`config.mk`:
```
export PLATFORM = sky130hd
export DESIGN_NAME = ringreg_top
export DESIGN_NICKNAME = d
export VERILOG_FILES = /design/src/rtl/ringreg_pkg.sv /design/src/rtl/ringreg_decode.sv /design/src/rtl/ringreg_halt.sv /design/src/rtl/ringreg_base_bank.sv /design/src/rtl/ringreg_top.sv
export SDC_FILE = /design/constraint.sdc
export NUM_CORES = 2
export LEC_CHECK = 0
export BUFFER_PORTS_ARGS = -buffer_cell sky130_fd_sc_hd__clkbuf_2
export CORE_ASPECT_RATIO = 1.5
export CORE_MARGIN = 4
export CORE_UTILIZATION = 45
export DETAILED_ROUTE_END_ITERATION = 16
export PLACE_DENSITY = 0.65
export SLEW_MARGIN = 0
export SYNTH_ARGS = -nofsm -noshare
export SYNTH_HDL_FRONTEND = slang
export SYNTH_SLANG_ARGS = --single-unit
```
`constraint.sdc`:
```
create_clock -name clk -period 2.5 [get_ports clk]
set_input_delay 0.25 -clock clk [delete_from_list [all_inputs] [get_ports clk]]
set_output_delay 0.25 -clock clk [all_outputs]
set_load 0.01 [all_outputs]
```
`src/rtl/ringreg_pkg.sv`:
```
package ringreg_pkg;

   localparam int WORD_W     = 32;
   localparam int IDX_W      = 10;
   localparam int WIN_BITS   = IDX_W + 2;
   localparam int RING_SLOTS = 8;
   localparam int ALIGN_BITS = 3;

   typedef logic [WORD_W-1:0] word_t;
   typedef logic [IDX_W-1:0]  idx_t;

   typedef enum logic [2:0] {
      ACC_UNK = 3'd0,
      ACC_RW  = 3'd1,
      ACC_WO  = 3'd2,
      ACC_W1C = 3'd3,
      ACC_RO  = 3'd4
   } acc_e;

   typedef struct packed {
      idx_t  idx;
      acc_e  acc;
      word_t rst;
   } gen_entry_t;

   // Plain words handled by the generic write path
   localparam int GEN_N = 4;
   localparam gen_entry_t GEN_TAB [GEN_N] = '{
      '{10'h000, ACC_RW,  32'h0000_1000},
      '{10'h001, ACC_WO,  32'h0000_0000},
      '{10'h002, ACC_W1C, 32'hFFFF_0000},
      '{10'h003, ACC_RO,  32'h5A01_0003}
   };

   // Ring control words
   localparam idx_t  IDX_TXSTAT = 10'h040;
   localparam idx_t  IDX_RXSTAT = 10'h050;
   localparam idx_t  IDX_TXBASE = 10'h060;
   localparam idx_t  IDX_TXPTR  = 10'h070;
   localparam idx_t  IDX_RXBASE = 10'h080;
   localparam idx_t  IDX_RXPTR  = 10'h090;
   localparam word_t TXSTAT_RST = 32'hFF00_0000;
   localparam word_t RXSTAT_RST = 32'h00FF_0000;
   localparam int    TX_TOP_BIT = 31;
   localparam int    RX_TOP_BIT = 23;

endpackage

```
`src/rtl/ringreg_decode.sv`:
```
module ringreg_decode
   import ringreg_pkg::*;
#(
   parameter int ADDR_W = 16
) (
   input  logic              bus_valid,
   input  logic              bus_write,
   input  logic [ADDR_W-1:0] bus_addr,
   input  logic [3:0]        bus_be,
   output logic              acc_ok,
   output logic              wr_ok,
   output logic              rd_ok,
   output idx_t              idx
);

   logic hi_zero;

   if (ADDR_W < WIN_BITS) begin : g_bad_width
      $error("ringreg_decode: ADDR_W must cover the register window");
   end

   if (ADDR_W > WIN_BITS) begin : g_hi
      assign hi_zero = (bus_addr[ADDR_W-1:WIN_BITS] == '0);
   end else begin : g_flat
      assign hi_zero = 1'b1;
   end

   assign idx    = bus_addr[WIN_BITS-1:2];
   assign acc_ok = bus_valid && hi_zero && (bus_addr[1:0] == 2'b00) && (bus_be == 4'hF);
   assign wr_ok  = acc_ok && bus_write;
   assign rd_ok  = acc_ok && !bus_write;

endmodule

```
`src/rtl/ringreg_halt.sv`:
```
module ringreg_halt
   import ringreg_pkg::*;
#(
   parameter int    NUM_RINGS = 8,
   parameter int    TOP_BIT   = 31,
   parameter word_t RST_VAL   = '0,
   parameter bit    EDGE_ONLY = 1'b0
) (
   input  logic                 clk,
   input  logic                 rst_n,
   input  logic                 wr_en,
   input  word_t                wdata,
   output word_t                stat_q,
   output logic [NUM_RINGS-1:0] walk_q
);

   logic [NUM_RINGS-1:0] req;

   if (NUM_RINGS < 1 || NUM_RINGS > RING_SLOTS) begin : g_bad_rings
      $error("ringreg_halt: NUM_RINGS out of range");
   end
   if (TOP_BIT > WORD_W - 1 || TOP_BIT - NUM_RINGS + 1 < 0) begin : g_bad_top
      $error("ringreg_halt: TOP_BIT does not fit the ring field");
   end

   for (genvar i = 0; i < NUM_RINGS; i++) begin : g_ring
      if (EDGE_ONLY) begin : g_edge
         assign req[i] = wr_en && wdata[TOP_BIT-i] && !stat_q[TOP_BIT-i];
         AST_RX_WALK_FROM_CLEAR: assert property (@(posedge clk) disable iff (!rst_n)
            walk_q[i] |-> !$past(stat_q[TOP_BIT-i]));
      end else begin : g_level
         assign req[i] = wr_en && wdata[TOP_BIT-i];
      end
   end

   always_ff @(posedge clk or negedge rst_n) begin
      if (!rst_n) begin
         stat_q <= RST_VAL;
         walk_q <= '0;
      end else begin
         walk_q <= req;
         if (wr_en) begin
            stat_q <= stat_q & ~wdata;
         end
      end
   end

   AST_STAT_WRITTEN_CLEARED: assert property (@(posedge clk) disable iff (!rst_n)
      wr_en |=> ((stat_q & $past(wdata)) == '0));
   AST_WALK_NEEDS_WRITE: assert property (@(posedge clk) disable iff (!rst_n)
      (walk_q != '0) |-> $past(wr_en));

endmodule

```
`src/rtl/ringreg_base_bank.sv`:
```
module ringreg_base_bank
   import ringreg_pkg::*;
#(
   parameter int NUM_RINGS = 8,
   parameter int ALIGN     = ALIGN_BITS
) (
   input  logic                        clk,
   input  logic                        rst_n,
   input  logic [NUM_RINGS-1:0]        base_we,
   input  logic [NUM_RINGS-1:0]        ptr_we,
   input  word_t                       wdata,
   output word_t [NUM_RINGS-1:0]       base_q,
   output word_t [NUM_RINGS-1:0]       ptr_q
);

   localparam word_t ALIGN_MASK = ~word_t'((1 << ALIGN) - 1);

   if (ALIGN < 0 || ALIGN >= WORD_W) begin : g_bad_align
      $error("ringreg_base_bank: ALIGN out of range");
   end

   word_t aligned;
   assign aligned = wdata & ALIGN_MASK;

   for (genvar n = 0; n < NUM_RINGS; n++) begin : g_ring
      always_ff @(posedge clk or negedge rst_n) begin
         if (!rst_n) begin
            base_q[n] <= '0;
            ptr_q[n]  <= '0;
         end else if (base_we[n]) begin
            base_q[n] <= aligned;
            ptr_q[n]  <= aligned;
         end else if (ptr_we[n]) begin
            ptr_q[n]  <= wdata;
         end
      end

      AST_PTR_FOLLOWS_BASE: assert property (@(posedge clk) disable iff (!rst_n)
         base_we[n] |=> (ptr_q[n] == base_q[n]));
   end

endmodule

```
`src/rtl/ringreg_top.sv`:
```
module ringreg_top
   import ringreg_pkg::*;
#(
   parameter int ADDR_W    = 16,
   parameter int NUM_RINGS = 8
) (
   input  logic                 clk,
   input  logic                 rst_n,
   input  logic                 bus_valid,
   input  logic                 bus_write,
   input  logic [ADDR_W-1:0]    bus_addr,
   input  logic [3:0]           bus_be,
   input  logic [31:0]          bus_wdata,
   output logic [31:0]          bus_rdata,
   output logic [NUM_RINGS-1:0] tx_walk,
   output logic [NUM_RINGS-1:0] rx_walk
);

   if (NUM_RINGS < 1 || NUM_RINGS > RING_SLOTS) begin : g_bad_rings
      $error("ringreg_top: NUM_RINGS out of range");
   end

   logic acc_ok, wr_ok, rd_ok;
   idx_t idx;

   ringreg_decode #(.ADDR_W(ADDR_W)) u_decode (
      .bus_valid (bus_valid),
      .bus_write (bus_write),
      .bus_addr  (bus_addr),
      .bus_be    (bus_be),
      .acc_ok    (acc_ok),
      .wr_ok     (wr_ok),
      .rd_ok     (rd_ok),
      .idx       (idx)
   );

   // Generic words from the constant table
   word_t gen_q [GEN_N];

   for (genvar g = 0; g < GEN_N; g++) begin : g_gen
      localparam idx_t  G_IDX = GEN_TAB[g].idx;
      localparam word_t G_RST = GEN_TAB[g].rst;
      word_t q_r;
      if (GEN_TAB[g].acc == ACC_RW || GEN_TAB[g].acc == ACC_WO) begin : g_store
         always_ff @(posedge clk or negedge rst_n) begin
            if (!rst_n)                    q_r <= G_RST;
            else if (wr_ok && idx == G_IDX) q_r <= bus_wdata;
         end
      end else if (GEN_TAB[g].acc == ACC_W1C) begin : g_clear
         always_ff @(posedge clk or negedge rst_n) begin
            if (!rst_n)                    q_r <= G_RST;
            else if (wr_ok && idx == G_IDX) q_r <= q_r & ~bus_wdata;
         end
      end else begin : g_fixed
         assign q_r = G_RST;
      end
      assign gen_q[g] = q_r;
   end

   // Halt status words
   word_t tx_stat, rx_stat;

   ringreg_halt #(
      .NUM_RINGS (NUM_RINGS),
      .TOP_BIT   (TX_TOP_BIT),
      .RST_VAL   (TXSTAT_RST),
      .EDGE_ONLY (1'b0)
   ) u_tx_halt (
      .clk    (clk),
      .rst_n  (rst_n),
      .wr_en  (wr_ok && idx == IDX_TXSTAT),
      .wdata  (bus_wdata),
      .stat_q (tx_stat),
      .walk_q (tx_walk)
   );

   ringreg_halt #(
      .NUM_RINGS (NUM_RINGS),
      .TOP_BIT   (RX_TOP_BIT),
      .RST_VAL   (RXSTAT_RST),
      .EDGE_ONLY (1'b1)
   ) u_rx_halt (
      .clk    (clk),
      .rst_n  (rst_n),
      .wr_en  (wr_ok && idx == IDX_RXSTAT),
      .wdata  (bus_wdata),
      .stat_q (rx_stat),
      .walk_q (rx_walk)
   );

   // Ring base and descriptor pointer banks
   logic [NUM_RINGS-1:0] tx_base_we, tx_ptr_we, rx_base_we, rx_ptr_we;
   word_t [NUM_RINGS-1:0] tx_base, tx_ptr, rx_base, rx_ptr;

   for (genvar n = 0; n < NUM_RINGS; n++) begin : g_ring_we
      assign tx_base_we[n] = wr_ok && (idx == idx_t'(IDX_TXBASE + n));
      assign tx_ptr_we[n]  = wr_ok && (idx == idx_t'(IDX_TXPTR  + n));
      assign rx_base_we[n] = wr_ok && (idx == idx_t'(IDX_RXBASE + n));
      assign rx_ptr_we[n]  = wr_ok && (idx == idx_t'(IDX_RXPTR  + n));
   end

   ringreg_base_bank #(.NUM_RINGS(NUM_RINGS)) u_tx_bank (
      .clk     (clk),
      .rst_n   (rst_n),
      .base_we (tx_base_we),
      .ptr_we  (tx_ptr_we),
      .wdata   (bus_wdata),
      .base_q  (tx_base),
      .ptr_q   (tx_ptr)
   );

   ringreg_base_bank #(.NUM_RINGS(NUM_RINGS)) u_rx_bank (
      .clk     (clk),
      .rst_n   (rst_n),
      .base_we (rx_base_we),
      .ptr_we  (rx_ptr_we),
      .wdata   (bus_wdata),
      .base_q  (rx_base),
      .ptr_q   (rx_ptr)
   );

   // Read selection
   word_t rd_val;

   always_comb begin
      rd_val = '0;
      for (int g = 0; g < GEN_N; g++) begin
         if (idx == GEN_TAB[g].idx && GEN_TAB[g].acc != ACC_WO) rd_val = gen_q[g];
      end
      if (idx == IDX_TXSTAT) rd_val = tx_stat;
      if (idx == IDX_RXSTAT) rd_val = rx_stat;
      for (int n = 0; n < NUM_RINGS; n++) begin
         if (idx == idx_t'(IDX_TXBASE + n)) rd_val = tx_base[n];
         if (idx == idx_t'(IDX_TXPTR  + n)) rd_val = tx_ptr[n];
         if (idx == idx_t'(IDX_RXBASE + n)) rd_val = rx_base[n];
         if (idx == idx_t'(IDX_RXPTR  + n)) rd_val = rx_ptr[n];
      end
   end

   always_ff @(posedge clk or negedge rst_n) begin
      if (!rst_n)                       bus_rdata <= '0;
      else if (rd_ok)                   bus_rdata <= rd_val;
      else if (bus_valid && !bus_write) bus_rdata <= '0;
   end

   AST_IGNORED_READ_ZERO: assert property (@(posedge clk) disable iff (!rst_n)
      (bus_valid && !bus_write && !acc_ok) |=> (bus_rdata == '0));
   AST_IGNORED_WRITE_NO_WALK: assert property (@(posedge clk) disable iff (!rst_n)
      (bus_valid && bus_write && !acc_ok) |=> (tx_walk == '0 && rx_walk == '0));
   AST_RX_BASE_LOADS_PTR: assert property (@(posedge clk) disable iff (!rst_n)
      (rx_base_we != '0) |=> ((rx_ptr & ~rx_base) == '0 || rx_ptr == rx_base));

endmodule

```
* Word-level counts from Yosys, hierarchy flattened
Cells that the tools add are included.
** Storage, ports and cells
- Bits of input ports :: 56
- Register bits after elaboration :: 1152
- Output and inout bits :: 48
** Cells by class
- Bitwise operators :: 4
- Equal/unequal tests :: 37
- Muxes and demuxes :: 71
- Reductions and logical operators :: 95
** Operators by type and width (number)
- 32-bit two-way mux :: 71
- 10-bit by 7-bit == test with 1-bit output, second input constant :: 18
- 10-bit by 8-bit == test with 1-bit output, second input constant :: 16
- 32-bit AND :: 3
- 1-bit logical AND :: 66
- 2-bit nonzero test :: 17
- 32-bit inverter :: 1
- 10-bit by 2-bit == test with 1-bit output, second input constant :: 2
- 10-bit logical NOT :: 1
- 1-bit logical NOT :: 9
- 4-bit == test, second input constant :: 1
- 4-bit logical NOT :: 1
- 2-bit logical NOT :: 1

* Longest topological paths before layout
- Word-level depth :: 39
- Gate-level depth with buffers :: 13

* Modules after synthesis
Synthesis repeated with hierarchy kept, for this count alone.
** Second synthesis, totals
- Cells, all modules :: 4147
- Area, all modules :: 53689.0 µm²
** By module, submodules not included
- ringreg_base_bank :: area an instance 18901.9 µm², times used 2, cells each 1121
- ringreg_top :: area an instance 13075.0 µm², times used 1, cells each 1719
- ringreg_halt at u_rx_halt :: area an instance 1341.3 µm², times used 1, cells each 84
- ringreg_halt at u_tx_halt :: area an instance 1321.3 µm², times used 1, cells each 84
- ringreg_decode :: area an instance 147.6 µm², times used 1, cells each 18

* Least setup slack after synthesis
Ideal clock, no wire load.
- Path type :: in2reg
- Start point :: input port bus_addr[14]
- End point :: register u_rx_bank.ptr_q[251] (netlist name)
- Data required time :: 2375 ps
- Path slack :: -52 ps
- Library setup time :: 125 ps
- Arrival time :: 2427 ps
- Stages :: 7
- Cells stage by stage :: or4b_2 > nor3_2 > nand2_1 > buf_2 > nor3_2 > buf_2 > mux2_2
** Between the ends
- Word-level cells in the longest chain between the ends :: 7
** RTL lines
- from (decl) :: line ringreg_top.sv:11 : input logic [ADDR_W-1:0] bus_addr,
- 4-bit logical NOT (*) :: line ringreg_decode.sv:23 : assign hi_zero = (bus_addr[ADDR_W-1:WIN_BITS] == '0);
- 1-bit logical AND (*) (3 in a row) :: line ringreg_decode.sv:29 : assign acc_ok = bus_valid && hi_zero && (bus_addr[1:0] == 2'b00) && (bus_be == 4'hF);
- 1-bit logical AND (*) :: line ringreg_decode.sv:30 : assign wr_ok = acc_ok && bus_write;
- 1-bit logical AND (on tied branches) :: line ringreg_top.sv:98, ringreg_top.sv:99
- 32-bit two-way mux / 2-bit nonzero test (equally long branches)
- to (signal, indexed assignment) :: line ringreg_base_bank.sv:32 : ptr_q[n] <= aligned;
- to (signal, indexed assignment) :: line ringreg_base_bank.sv:34 : ptr_q[n] <= wdata;
- to (decl) :: line ringreg_base_bank.sv:13 : output word_t [NUM_RINGS-1:0] ptr_q
Mark *: on every way between the ends. The rest lies on a longest branch, timed or not.
A chain may end at the register's enable or synchronous reset.

* Worst setup path in the final report
- Start point :: input port bus_addr[6]
- End point :: register bus_rdata[8]
** Between the ends
- Word-level cells in the longest chain between the ends :: 39
** RTL lines
- 10-bit logical NOT :: line ringreg_top.sv:128 : if (idx == GEN_TAB[g].idx && GEN_TAB[g].acc != ACC_WO) rd_val = gen_q[g];
- 32-bit two-way mux (3 in a row) :: line ringreg_top.sv:128
- 32-bit two-way mux :: line ringreg_top.sv:130 : if (idx == IDX_TXSTAT) rd_val = tx_stat;
- 32-bit two-way mux :: line ringreg_top.sv:131 : if (idx == IDX_RXSTAT) rd_val = rx_stat;
- 32-bit two-way mux :: line ringreg_top.sv:133 : if (idx == idx_t'(IDX_TXBASE + n)) rd_val = tx_base[n];
- 32-bit two-way mux :: line ringreg_top.sv:134 : if (idx == idx_t'(IDX_TXPTR + n)) rd_val = tx_ptr[n];
- 32-bit two-way mux :: line ringreg_top.sv:135 : if (idx == idx_t'(IDX_RXBASE + n)) rd_val = rx_base[n];
- 32-bit two-way mux :: line ringreg_top.sv:136 : if (idx == idx_t'(IDX_RXPTR + n)) rd_val = rx_ptr[n];
- (+21 left out)
- 32-bit two-way mux :: line ringreg_top.sv:134
- 32-bit two-way mux :: line ringreg_top.sv:135
- 32-bit two-way mux :: line ringreg_top.sv:136
- 32-bit two-way mux :: line ringreg_top.sv:133
- 32-bit two-way mux :: line ringreg_top.sv:134
- 32-bit two-way mux :: line ringreg_top.sv:135
- 32-bit two-way mux (*) :: line ringreg_top.sv:136
- 32-bit two-way mux (*) :: line ringreg_top.sv:142 : else if (rd_ok) bus_rdata <= rd_val;
- to (signal assigned) :: line ringreg_top.sv:142
- to (decl) :: line ringreg_top.sv:14 : output logic [31:0] bus_rdata,
Marks and branches as above.

==> metrics.md <==
| Metric | Value |
|---|---|
| CP Max Fanout | 18 |
| Crit path kind | input pin to register |
| Setup TNS | -0.120 ns |
| Routed vias/inst | 6.10 |
| CP max stage cell | nor3b_1 |
| Pre-CTS WS | -0.849 ns |
| Via count | 44700 |
| Fin util | 0.556 |
| Post-DRT Antenna Nets | 0 |
| R2r startpoint | g_gen[2].q_r[16]$_DFFE_PN1P_ |
| Die height | 431 µm |
| Clk sinks | 1152 |
| Peak supply drop | 0.000524 V |
| Static leakage | 32.9 nW |
| Yosys top cell by area | dfrtp_1 |
| Most instantiated cells after synthesis | nand2_1, dfrtp_1, mux2_2 |
| Critical path capture point type | register |
| RD Place Congestion | 0.942 |
| Hold path endpoint | u_rx_bank.ptr_q[225]$_DFFE_PN0P_ |
| Clk_lat worst skew | 0.75 ns |
| Most frequent cell after synthesis | nand2_1 |
| Outcome | finished, violations left |
| Worst setup margin | -0.0542 ns |
| Crit path launch type | input pin |
| Failing checks | negative setup slack |
| Min-delay src | bus_wdata[1] |
| Final Max Slew Viols | 0 |
| Worst Setup SP | bus_addr[6] |
| TritonCTS clock tree | built |
| Ant. Diodes | 0 |
| Overall Power | 0.0386 W |
| Slew HR | 0.248 |
| Distinct cells, synth | 81 |
| Reg2reg setup slack | 0.06 ns |
| R2R cell count | 8 |
| Layout cells sized above 1 | 0.329 |
| Clk buf depth | 3 |
| Critical Path AT | 3.22 ns |
| Mean Syn Cell Area | 10.5 µm² |
| Syn Inst Count | 5116 |
| Warnings, synthesis | 0 |
| Required time of the critical path | 3.17 ns |
| Total Wirelength | 196000 µm |
| Area growth syn-to-layout | 22.8% |
| Area share of the largest cell type after synthesis | 0.521 |
| Drt pass-1 iters | 6 |
| Average wire per standard cell | 26.7 µm |
| Crit path buffers/inverters | 7 |
| Drt first-iter violations | 4489 |
| Critical Path Max Stage Delay | 0.67 ns |
| Final hold violations | 0 |
| Cell Rows | 155 |
| Critical path cell sequence | buf_8, buf_4, buf_12, nor3b_1, buf_4, nand2_1, buf_4, nor2_1, buf_4, a21oi_1, o221ai_1, a222oi_1, buf_4, o21ai_1 |
| Crit path time final | 2.55 ns |
| Die width | 290 µm |
| Worst Tran Pin Value | 1.13 ns |
| Achievable Freq | 392 MHz |
| Final period util | 1.02 |
| Fin nets | 5720 |
| EDFF count, synth | 0 |
| WHS Path Cells | 3 |
| Starting Density | 0.453 |
| Post-synthesis sequential area ratio | 0.537 |
| CP delay by family, top | simple AND/OR/NAND/NOR gates |
| IO buf count | 103 |
| Async SR Flop Fraction | 1.00 |
| Pwr Density | 585 nW/µm² |
| Post-Syn Area | 53700 µm² |
| Root buffer cell | clkbuf_16 |
| Fillers | 10200 |
| Core area | 119000 µm² |
| Hpwl dp | 142000 µm |
| Top cell by count, worst path | buf_4 |
| Initial antenna violation count | 4 |
| Clock skew | 0.0283 ns |
| Setup violators final | 5 |
| Ys flop type | dfrtp_1 |
| IO Pins | 104 |
| Clock slew at reported path FFs | 0.06 ns |
| Largest cells by area after synthesis | dfrtp_1, mux2_2, nand2_1, mux2i_1, o21ai_0 |
| Worst hold path type | input pin to register |
| Grt total ovfl | 0 |
| H-Tree Depth | 3 |
| DRC Markers | 0 |
| Unrepaired setup endpoints after global routing | true |
| Die ar. | 125000 µm² |
| FF+latch count, synth | 1152 |
| Maxcap violations | 0 |
| First-pass GRT wire length | 293000 µm |
| Largest net degree at the start of global routing | 81 |
| All-Layer GR Usage | 0.307 |
| Vias in the first global route | 46000 |
| CTS buffer count | 108 |
| Worst R2R End | bus_rdata[16]$_DFFE_PN0P_ |
| Net Count, Synth | 5172 |
-- layout by cell type (no fill, tap or decap), drive strengths merged, types with 51 or more instances in the layout --
master	n
buf	802
nand2	1190
mux2i	126
o22ai	70
a21boi	79
nor3	57
dfrtp	1119
o21ai	256
a22oi	65
mux2	661
nand3	64
o221ai	51
a221oi	85
clkbuf	264
a21oi	212
nor2	193
-- stage by stage --
step / cells / area [µm²] / hold slack, ns
after floorplan: 5116 / 53700 / -0.0456
after global placement: 7119 / 61800 / 0.267
after detailed placement: 7119 / 61800 / 0.265
after CTS: 7323 / 65800 / 0.0139
after global routing: 7326 / 66000 / 0.0546
final: 7326 / 66000 / 0.0442
-- worst max path at each step --
| stage | endpoint | slack (ns) | cells after the start |
|---|---|---|---|
| after floorplan | u_rx_bank.ptr_q[135]$_DFFE_PN0P_ | -0.01 | 7 |
| after global placement | bus_rdata[29]$_DFFE_PN0P_ | -0.84 | 13 |
| after detailed placement | bus_rdata[28]$_DFFE_PN0P_ | -0.85 | 12 |
| after CTS | bus_rdata[26]$_DFFE_PN0P_ | 0.004 | 13 |
| after global routing | bus_rdata[28]$_DFFE_PN0P_ | -0.06 | 12 |
| final | bus_rdata[8]$_DFFE_PN0P_ | -0.05 | 14 |
-- worst reg2reg max path: stages, from the launching register on --
cell and delay [ns]:
dfstp_2 0.52, mux2i_1 0.08, or3_1 0.33, a211o_1 0.32, a32oi_1 0.24, buf_4 0.18, a211oi_1 0.06, or3_1 0.49
a31oi_1 0.17
-- kinds of logic (layout without fill, tap and decap cells) --
| kind of cell | after synthesis | after routing | share of synthesized area |
|---|---|---|---|
| AND/OR/NAND/NOR | 1639 | 1639 | 0.129 |
| AO/OA/AOI/OAI | 1060 | 1060 | 0.133 |
| buffers and inverters | 478 | 1118 | 0.0389 |
| multiplexers | 787 | 787 | 0.162 |
| flip-flops | 1152 | 1152 | 0.537 |
-- state kept, by name (all words and copies together) (netlist names) --
| name | flops |
|---|---|
| u_rx_halt.walk_q | 8 |
| u_tx_bank.ptr_q | 256 |
| u_rx_bank.ptr_q | 256 |
| u_tx_halt.stat_q | 32 |
| u_tx_bank.base_q | 232 |
| g_gen.q_r | 64 |
| bus_rdata | 32 |
| u_tx_halt.walk_q | 8 |
| u_rx_bank.base_q | 232 |
| u_rx_halt.stat_q | 32 |
-- layer usage --
metal  GRT usage  vias up  routed length, µm
met1       0.367    22900              72600
met5           0        -                  8
met2       0.515     1970              94600
li1            -    19200                  -
met3      0.0376      663              11900
met4       0.217        2              16600
-- final cells by class --
type | instances | area, µm² | area share
sequential | 1152 | 28900 | 0.438
multi-input combinational | 3486 | 23200 | 0.351
timing repair buffer | 905 | 8000 | 0.121
clock buffer | 163 | 3260 | 0.0495
tap | 1570 | 1960 | 0.0298
clock inverter | 39 | 661 | 0.0100
inverter | 11 | 41.3 | 0.000626
-- report_power, final --
group	internal, W	switching [W]	leakage, nW
logic	0.000451	0.00127	15.1
registers	0.0186	0.000000216	15.9
clock network	0.0108	0.00748	1.94
total	0.0299	0.00875	32.9
-- timing repair --
action,4_1_cts,5_1_grt
endpoints found under the hold margin,246,0
resized for setup,5,33
endpoints found under the setup margin,6,23
pin swaps,1,14
buffers inserted,0,3
hold buffers,2,0
Note: power is estimated with default switching activity, not from simulation.
